## config.mk

```make
export PLATFORM = sky130hd
export DESIGN_NAME = eth_cmd_ctrl
export DESIGN_NICKNAME = d
export VERILOG_FILES = /design/src/rtl/eth_cr_pkg.sv /design/src/rtl/eth_cr_decode.sv /design/src/rtl/eth_tx_timer.sv /design/src/rtl/eth_int_status.sv /design/src/rtl/eth_cmd_ctrl.sv
export SDC_FILE = /design/constraint.sdc
export NUM_CORES = 1
export LEC_CHECK = 0
export ABC_AREA = 1
export CELL_PAD_IN_SITES_DETAIL_PLACEMENT = 1
export CELL_PAD_IN_SITES_GLOBAL_PLACEMENT = 1
export CORE_MARGIN = 2
export CORE_UTILIZATION = 40
export DETAILED_ROUTE_END_ITERATION = 16
export PLACE_DENSITY_LB_ADDON = 0.1
export SYNTH_ARGS = -nofsm -noshare
export SYNTH_HDL_FRONTEND = slang
export SYNTH_SLANG_ARGS = --single-unit
```

## constraint.sdc

```tcl
create_clock -name clk -period 13.3 [get_ports clk]
set_input_delay 3.99 -clock clk [delete_from_list [all_inputs] [get_ports clk]]
set_output_delay 3.99 -clock clk [all_outputs]
set_load 0.005 [all_outputs]
```

## src/rtl/eth_cr_pkg.sv

```systemverilog
package eth_cr_pkg;

  localparam int ISR_W   = 8;
  localparam int BIT_TXD = 0;   // transmit done
  localparam int BIT_RDD = 1;   // remote DMA done
  localparam int BIT_RST = 2;   // reset status

  localparam logic [2:0] RD_PROBE = 3'd1;
  localparam logic [2:0] RD_SEND  = 3'd3;

  typedef struct packed {
    logic [1:0] page;
    logic [2:0] rdma;
    logic       txp;
    logic       start;
    logic       stop;
  } cmd_t;

  // Replace a zero remote-DMA code by code 4
  function automatic logic [7:0] fix_rdma(input logic [7:0] v);
    return (v[5:3] == 3'd0) ? (v | 8'h20) : v;
  endfunction

  // Transmit completion delay in microseconds:
  // preamble 64 + gap 96 + CRC 32 + 8 per byte, divided by 10
  function automatic int unsigned tx_delay_us(input int unsigned nbytes);
    return (32'd64 + 32'd96 + 32'd32 + 32'd8 * nbytes) / 32'd10;
  endfunction

endpackage

```

## src/rtl/eth_cr_decode.sv

```systemverilog
module eth_cr_decode
  import eth_cr_pkg::*;
(
  input  logic [7:0] val,
  output cmd_t       cmd
);
  always_comb cmd = cmd_t'(fix_rdma(val));
endmodule

```

## src/rtl/eth_tx_timer.sv

```systemverilog
module eth_tx_timer #(
  parameter int TW = 21
) (
  input  logic          clk,
  input  logic          rst_n,
  input  logic          load,
  input  logic [TW-1:0] load_val,
  input  logic          tick,
  output logic          busy,
  output logic          done
);
  logic [TW-1:0] cnt_q;

  assign done = busy && tick && !load && (cnt_q == TW'(1));

  always_ff @(posedge clk) begin
    if (!rst_n) begin
      cnt_q <= '0;
      busy  <= 1'b0;
    end else if (load) begin
      cnt_q <= load_val;
      busy  <= (load_val != '0);
    end else if (busy && tick) begin
      cnt_q <= cnt_q - TW'(1);
      if (cnt_q == TW'(1)) busy <= 1'b0;
    end
  end
endmodule

```

## src/rtl/eth_int_status.sv

```systemverilog
module eth_int_status #(
  parameter int              W         = 8,
  parameter logic [W-1:0]    RST_VAL   = '0,
  parameter logic [W-1:0]    W1C_MASK  = '1
) (
  input  logic         clk,
  input  logic         rst_n,
  input  logic [W-1:0] set_v,
  input  logic [W-1:0] w1c_v,
  input  logic [W-1:0] hard_clr,
  input  logic         mask_we,
  input  logic [W-1:0] mask_d,
  output logic [W-1:0] isr,
  output logic [W-1:0] imr,
  output logic         irq
);
  always_ff @(posedge clk) begin
    if (!rst_n) begin
      isr <= RST_VAL;
      imr <= '0;
    end else begin
      isr <= ((isr & ~(w1c_v & W1C_MASK)) | set_v) & ~hard_clr;
      if (mask_we) imr <= mask_d;
    end
  end

  assign irq = |(isr & imr);
endmodule

```

## src/rtl/eth_cmd_ctrl.sv

```systemverilog
module eth_cmd_ctrl
  import eth_cr_pkg::*;
#(
  parameter int CW = 16,   // transmit / remote byte count width
  parameter int PW = 8     // page number width
) (
  input  logic              clk,
  input  logic              rst_n,
  input  logic              wr_en,
  input  logic [2:0]        wr_addr,
  input  logic [7:0]        wr_data,
  input  logic              us_tick,
  output logic [PW+7:0]     mem_raddr_o,
  output logic              mem_rd_o,
  input  logic [CW-1:0]     mem_rdata_i,
  output logic              stop_o,
  output logic              start_o,
  output logic [1:0]        page_o,
  output logic [2:0]        rdma_o,
  output logic [PW+7:0]     rmt_start_o,
  output logic [PW+7:0]     rmt_addr_o,
  output logic [CW-1:0]     rmt_count_o,
  output logic [ISR_W-1:0]  isr_o,
  output logic [ISR_W-1:0]  imr_o,
  output logic              irq_o,
  output logic              tx_busy_o
);
  localparam int AW = PW + 8;
  localparam int TW = CW + 5;
  localparam logic [ISR_W-1:0] RST_STAT = ISR_W'(1) << BIT_RST;
  localparam logic [ISR_W-1:0] W1C_OK   = ~RST_STAT;

  // write decode
  logic cmd_wr, isr_wr, imr_wr, bnd_wr, cnl_wr, cnh_wr, lpb_wr;
  assign cmd_wr = wr_en && (wr_addr == 3'd0);
  assign isr_wr = wr_en && (wr_addr == 3'd1);
  assign imr_wr = wr_en && (wr_addr == 3'd2);
  assign bnd_wr = wr_en && (wr_addr == 3'd3);
  assign cnl_wr = wr_en && (wr_addr == 3'd4);
  assign cnh_wr = wr_en && (wr_addr == 3'd5);
  assign lpb_wr = wr_en && (wr_addr == 3'd6);

  cmd_t dc;
  eth_cr_decode u_dec (.val(wr_data), .cmd(dc));

  logic [PW-1:0] bnd_q;
  logic [CW-1:0] txcnt_q;
  logic [1:0]    lpb_q;
  logic          rd_pend_q;

  // named internal events
  logic start_edge, tx_loop, tx_norm, probe_hit, send_pkt, tmr_done;
  assign start_edge = cmd_wr && dc.start && !start_o;
  assign tx_loop    = cmd_wr && dc.txp && (lpb_q == 2'd1);
  assign tx_norm    = cmd_wr && dc.txp && (lpb_q == 2'd0) && !dc.stop && dc.start;
  assign probe_hit  = cmd_wr && (dc.rdma == RD_PROBE) && dc.start && (rmt_count_o == '0);
  assign send_pkt   = cmd_wr && (dc.rdma == RD_SEND);

  // command state
  always_ff @(posedge clk) begin
    if (!rst_n) begin
      stop_o  <= 1'b1;
      start_o <= 1'b0;
      page_o  <= 2'd0;
      rdma_o  <= 3'd4;
    end else if (cmd_wr) begin
      stop_o  <= dc.stop;
      start_o <= dc.start;
      page_o  <= dc.page;
      rdma_o  <= dc.rdma;
    end
  end

  // side registers
  always_ff @(posedge clk) begin
    if (!rst_n) begin
      bnd_q   <= '0;
      txcnt_q <= '0;
      lpb_q   <= 2'd0;
    end else begin
      if (bnd_wr) bnd_q <= PW'(wr_data);
      if (cnl_wr) txcnt_q[7:0] <= wr_data;
      if (cnh_wr) txcnt_q[CW-1:8] <= (CW-8)'(wr_data);
      if (lpb_wr) lpb_q <= wr_data[1:0];
    end
  end

  // send-packet address setup and length fetch
  always_ff @(posedge clk) begin
    if (!rst_n) begin
      rmt_start_o <= '0;
      rmt_addr_o  <= '0;
      rmt_count_o <= '0;
      rd_pend_q   <= 1'b0;
    end else begin
      rd_pend_q <= send_pkt;
      if (send_pkt) begin
        rmt_start_o <= {bnd_q, 8'h00};
        rmt_addr_o  <= {bnd_q, 8'h00};
      end
      if (rd_pend_q) rmt_count_o <= mem_rdata_i;
    end
  end
  assign mem_rd_o    = rd_pend_q;
  assign mem_raddr_o = rmt_start_o | AW'(2);

  // transmit timer
  logic [TW-1:0] tmr_len;
  assign tmr_len = TW'(tx_delay_us(32'(txcnt_q)));

  eth_tx_timer #(.TW(TW)) u_tmr (
    .clk(clk), .rst_n(rst_n), .load(tx_norm), .load_val(tmr_len),
    .tick(us_tick), .busy(tx_busy_o), .done(tmr_done)
  );

  // status and interrupt
  logic [ISR_W-1:0] set_v, clr_v, w1c_v;
  always_comb begin
    set_v = '0;
    set_v[BIT_TXD] = tx_loop || tmr_done;
    set_v[BIT_RDD] = probe_hit;
    set_v[BIT_RST] = cmd_wr && dc.stop;
    clr_v = '0;
    clr_v[BIT_RST] = start_edge;
    w1c_v = isr_wr ? wr_data : '0;
  end

  eth_int_status #(.W(ISR_W), .RST_VAL(RST_STAT), .W1C_MASK(W1C_OK)) u_isr (
    .clk(clk), .rst_n(rst_n), .set_v(set_v), .w1c_v(w1c_v), .hard_clr(clr_v),
    .mask_we(imr_wr), .mask_d(wr_data), .isr(isr_o), .imr(imr_o), .irq(irq_o)
  );
endmodule


```

======== Word level (Yosys, flattened, before mapping) ========
Cells that the tools add are included.
W data, S select, Z words.
word-level totals
  output and inout port bits .............. 90
  latch bits .............................. 0
  RAM bits ................................ 0
  ROM bits ................................ 0
  memories kept ........................... 0
  register bits ........................... 96
  input port bits ......................... 31
cells by class
  bitwise operators ....................... 6
  multiply operators ...................... 0
  magnitude comparators ................... 0
  add/sub/neg operators ................... 2
  equality and inequality tests ........... 10
  divide/modulo/power cells ............... 1
  reductions and logical operators ........ 35
  shift operators ......................... 0
  muxes and demuxes ....................... 7
operators by type and width
  operator                 count
  $mux W21                 2
  $div A32 B4 Y32 const B  1
  $and A8 B8 Y8            3
  $logic_and A1 B1 Y1      22
  $eq A21 B1 Y1 const B    1
  $reduce_bool A21 Y1      1
  $sub A21 B1 Y21 const B  1
  $add A8 B19 Y20 const A  1
  $logic_not A16 Y1        1
  $eq A3 B2 Y1 const B     3
  $eq A3 B3 Y1 const B     3
  $mux W8                  1
  $not A3 Y8               1
  $not A8 Y8               1
  $or A8 B3 Y8             1
  $reduce_or A8 Y1         1
  $eq A3 B1 Y1 const B     2
  $logic_not A3 Y1         2
  $mux W6                  1
  $reduce_bool A2 Y1       2
  $logic_not A1 Y1         3
  $mux W1                  3
  $eq A2 B1 Y1 const B     1
  $logic_not A2 Y1         1
  2 further kinds          2

======== Longest topological paths before layout ========
  word-level depth ........................ 12
  gate-level depth with buffers ........... 82
  gate-level depth less buffers ........... 82

======== Hierarchy ========
From an unflattened synthesis, not the netlist that was laid out.
second synthesis, totals
  cell total of the unflattened synthesis .. 1013
  area total of the unflattened synthesis .. 6591.3 um^2
modules (own cells, without submodules)
  module          instances  cells each  area an instance (um^2)  seq. area each (um^2)
  eth_cmd_ctrl    1          650         4261.6                   1161.1
  eth_tx_timer    1          267         1640.3                   440.4
  eth_int_status  1          87          624.3                    320.3
  eth_cr_decode   1          9           65.1                     0.0

======== Worst setup path after synthesis ========
OpenSTA, ideal clock, no wires.
  path type ............................... register -> register
  start ................................... register txcnt_q[3]
  end ..................................... register u_tmr.busy
  arrival time ............................ 6.293 ns
  cell stages (with the launch flop) ...... 74
  path buffers ............................ 0
  slack ................................... 6.887 ns
  setup time .............................. 0.120 ns
  period minus slack after synthesis ...... 6.413 ns
  cell sequence ........................... dfxtp_1 > inv_1 > ha_1 > inv_2 > nand3_2 > nor2_4 > nand3_1 > nand2_1 > nand3_2 > nor3_1 > inv_2 > nand2_1 > nand2_1 > nand2_2 > inv_2 > nand2_4 > nand3_1 > nand2_2 > (+38 left out) > nand2_2 > nand2_2 > inv_2 > nand2_2 > nand3_1 > nand2_2 > inv_1 > ha_1 > inv_1 > nand2_1 > nand2_1 > inv_1 > nand2_1 > nand2_1 > nor2_1 > nand2_1 > a21oi_1 > a21oi_1
between the ends
  word-level cells in the longest chain between the ends .. 4
ends and longest elaborated chain
  element                          RTL line            source
  start, declared                  eth_cmd_ctrl.sv:47  logic [CW-1:0] txcnt_q;
  start signal, assigned           eth_cmd_ctrl.sv:82  if (cnl_wr) txcnt_q[7:0] <= wr_data;
  start signal, assigned by index  eth_cmd_ctrl.sv:83  if (cnh_wr) txcnt_q[CW-1:8] <= (CW-8)'(wr_data);
  $add A8 B19 Y20                  eth_cr_pkg.sv:27    return (32'd64 + 32'd96 + 32'd32 + 32'd8 * nbytes) / 32'd10;
  $div A32 B4 Y32                  eth_cr_pkg.sv:27
  $reduce_bool A21 Y1              eth_tx_timer.sv:22  busy <= (load_val != '0);
  $mux W1                          eth_tx_timer.sv:20  end else if (load) begin
  end signal, assigned             eth_tx_timer.sv:22
  end, declared                    eth_tx_timer.sv:9   output logic busy,
No other way between the ends.
A chain may end at the register's enable or synchronous reset.

======== Final worst setup path ========
Ends and elaborated chain as after synthesis.

==> metrics.md <==
| Metric | Value |
|---|---|
| Status | `finished clean` |
| Critical path's top delay family | `simple AND/OR/NAND/NOR gates` |
| Starting density of the core | `around two fifths` |
| Routed Wire Length | `between 15 and 20 mm` |
| Crit-path max cell delay | `about 450 ps` |
| Iter 0 DRT Violations | `roughly 210` |
| Global Route Usage Sum | `between 20% and 30%` |
| DRC | `0` |
| First-pass GRT wire length | `roughly 28 mm` |
| Post-CTS setup repair buffer count | `0` |
| Cells on worst reg2reg path | `77` |
| Core area | `around 0.015 mm²` |
| Reg power frac | `between 10% and 20%` |
| Synth async-reset ratio | `0%` |
| RR Startpoint | `txcnt_q[3]$_SDFFE_PN0P_` |
| Final min period | `between 7000 and 8000 ps` |
| Fin crit share | `between 50 and 60%` |
| Worst EP arrival | `around 7500 ps` |
| Clk_skew | `10.4 ps` |
| Primary FF master, synth | `dfxtp_1` |
| Commonest non-fill, non-tap cells in the layout | `nand2_1 (147), inv_1 (104), dfxtp_1 (96)` |
| P_leak | `3.35 nW` |
| Post-DRT Antenna Nets | `0` |
| PortBufs | `between 90 and 100` |
| Crit path to | `u_tmr.busy$_SDFFE_PN0P_` |
| Unrepaired setup endpoints after global routing | `false` |
| Crit path max fanout | `7` |
| Worst skew pair latency | `360 ps` |
| Critical R2R Capture | `u_tmr.busy$_SDFFE_PN0P_` |
| Crit. Startpoint | `txcnt_q[3]$_SDFFE_PN0P_` |
| # H-tree levels | `3` |
| Post-DR vias/cell | `around 5` |
| DIE AREA | `approximately 0.016 mm²` |
| Rel. slew slack | `about two fifths` |
| Clk sinks | `96` |
| Most Frequent Cell on Critical Path | `nand2_2` |
| Vias in the first global route | `5771` |
| Sw frac | `53.5%` |
| CTS tree | `done` |
| Pwr/cell area | `between 200 and 300 mW/mm²` |
| CP Launch Type | `register` |
| Fin. Hold Viols | `0` |
| Routed wire length per instance | `around 15 µm` |
| Placed Area | `roughly 0.0070 mm²` |
| Final Net Count | `roughly 1000` |
| Hold Crit Class | `reg -> reg` |
| CP Capture Type | `register` |
| Setup violators final | `0` |
| Area grow syn2layout | `20.6%` |
| Internal Power | `0.947 mW` |
| Synth Cell Area | `around 0.0061 mm²` |
| Clock power share | `about 14%` |
| Initial antenna violation count | `0` |
| Slew Viols, Final | `0` |
| I/O Pins | `121` |
| Most common cell after layout, fill and taps aside | `nand2_1` |
| TritonCTS buffer count | `9` |
| Antenna Diode Count | `0` |
| CP Depth | `between 70 and 80` |
| Yosys cell types | `50` |
| Seq/Total Area, Yosys | `about a third` |
| Crit-path slowest cell | `dfxtp_1` |
| HPWL after DPL | `roughly 13 mm` |
| Largest net degree at the start of global routing | `71` |
| Row cnt | `45` |
| Post_cts resized | `0` |
| First-pass DRT Iterations | `4` |
| Crit Path Category | `reg -> reg` |
| Peak VDD IR | `~200 µV` |
| Vias post-DR | `around 5900` |
| Yosys warns | `0` |
| Layout cells sized above 1 | `12.5%` |
| Setup_tns | `0 ps` |
| Clock-pin slew on the worst setup and hold paths | `approximately 70 ps` |
| Yosys reg bits | `96` |
| Gpl congestion | `0.814` |
| Number of synthesized flops with an enable pin | `0` |
| Fmax | `~0.14 GHz` |
| CTS Root Cell | `clkbuf_16` |
| Grt total ovfl | `0` |
| Crit path required time | `around 14000 ps` |
| Clock tree buffer depth | `2` |
| Syn Inst Count | `900` |
| Final worst slack | `about 6000 ps` |
| Die width | `~130 µm` |
| Die Y | `127 µm` |
| Post-place setup slack | `about 6000 ps` |
| Worst slew pin tran | `just under 900 ps` |
| Switching pwr | `approximately 1.1 mW` |
| Max-cap viol count | `0` |
| Avg Cell Area, Syn | `6.76 µm²` |
| Layout filler cell count | `1972` |
| Cell area after layout | `around 0.0073 mm²` |
| Crit path buf inv count | `12` |
| Combinational Power Share | `70.5%` |
| Post-CTS Hold Fix Bufs | `0` |
| R2R setup slack | `approximately 6000 ps` |
-- worst register-to-register path, delay by kind of cell, from the launching register on --
kind,cells,cell delay (ps)
flops,1,450
simple gates,61,5230
fa+ha+maj,2,450
buf+inv,12,820
compound gates,2,220
-- metal layers --
layer,global-route usage (%),part of all wire [%],vias to the layer above
met1,27.7,47,2764
met5,0,0,-
met4,3.94,0.87,0
met3,5.95,5.6,16
met2,35.9,46,97
li1,-,-,3029
-- how the worst min path moves through the flow --
stage,from,to,slack [ps],cells past startpoint
2_1_floorplan,bnd_q[0]$_SDFFE_PN0P_,bnd_q[0]$_SDFFE_PN0P_,430,2
3_3_place_gp,bnd_q[0]$_SDFFE_PN0P_,bnd_q[0]$_SDFFE_PN0P_,440,2
3_5_place_dp,bnd_q[5]$_SDFFE_PN0P_,rmt_addr_o[13]$_SDFFE_PN0P_,450,2
4_1_cts,bnd_q[0]$_SDFFE_PN0P_,bnd_q[0]$_SDFFE_PN0P_,460,2
5_1_grt,bnd_q[2]$_SDFFE_PN0P_,bnd_q[2]$_SDFFE_PN0P_,480,2
6_report,bnd_q[3]$_SDFFE_PN0P_,bnd_q[3]$_SDFFE_PN0P_,460,2
-- cell type report --
class	count	area [µm²]	share of cell area, %
repair buffers	99	978	13.3
clock buffers	9	225	3.07
clock inverters	7	103	1.40
well taps	188	235	3.20
inverters	130	495	6.75
flip-flops and latches	96	1920	26.2
multi-input cells	640	3380	46.1
-- registers in the layout, summed over array words and instances, names as in the netlist --
| signal | count |
|---|---|
| bnd_q | 8 |
| lpb_q | 2 |
| mem_rd_o | 1 |
| page_o | 2 |
| rdma_o | 3 |
| rmt_addr_o | 8 |
| rmt_count_o | 16 |
| start_o | 1 |
| stop_o | 1 |
| txcnt_q | 16 |
| u_isr.imr | 8 |
| u_isr.isr | 8 |
| u_tmr.busy | 1 |
| u_tmr.cnt_q | 21 |
-- power groups by stage --
| stage | clock network (mW) | logic (mW) | registers, mW |
|---|---|---|---|
| floorplan | 0 | 1.20 | 0.315 |
| global placement | 0 | 1.42 | 0.317 |
| detailed placement | 0 | 1.45 | 0.317 |
| CTS | 0.294 | 1.45 | 0.311 |
| global route | 0.308 | 1.64 | 0.313 |
| finish | 0.289 | 1.44 | 0.311 |
-- logic make-up after synthesis --
group                    share of synthesized area [%]
buffers and inverters                             14.2
AND/OR/NAND/NOR                                   34.5
flip-flops                                        31.6
XOR/XNOR                                          1.87
other                                            0.123
adder cells (fa/ha/maj)                           1.03
AO/OA/AOI/OAI                                     16.7
-- Yosys cell counts (3+ instances only) --
| master | count | area share [%] |
|---|---|---|
| nand2_1 | 147 | 9.1 |
| inv_1 | 104 | 6.4 |
| dfxtp_1 | 96 | 32 |
| nor2_1 | 93 | 5.7 |
| o21ai_0 | 79 | 6.5 |
| nand3_1 | 72 | 5.9 |
| a21oi_1 | 66 | 5.4 |
| buf_4 | 40 | 4.9 |
| nand2_2 | 32 | 3.3 |
| nand2_4 | 20 | 3.7 |
| inv_2 | 18 | 1.1 |
| clkbuf_1 | 14 | 0.86 |
| nand3_2 | 14 | 2.3 |
| nand4_1 | 14 | 1.4 |
| nor4_1 | 10 | 1.0 |
| xor2_1 | 7 | 1.0 |
| xnor2_1 | 6 | 0.86 |
| clkinv_1 | 5 | 0.31 |
| ha_1 | 5 | 1.0 |
| nor3_1 | 5 | 0.41 |
| o21ai_1 | 5 | 0.41 |
| a31oi_1 | 4 | 0.41 |
| o211ai_1 | 4 | 0.49 |
| inv_4 | 3 | 0.31 |
| o21ai_2 | 3 | 0.43 |
-- through the flow --
step	total power, mW	utilization, %	hold WS (ps)	cells
floorplan	1.51	-	430	922
global placement	1.74	46.6	444	1153
detailed placement	1.77	46.6	453	1153
CTS	2.06	48.8	464	1169
global route	2.26	48.8	480	1169
finish	2.04	48.8	458	1169
Power figures use the tool's default switching activity.
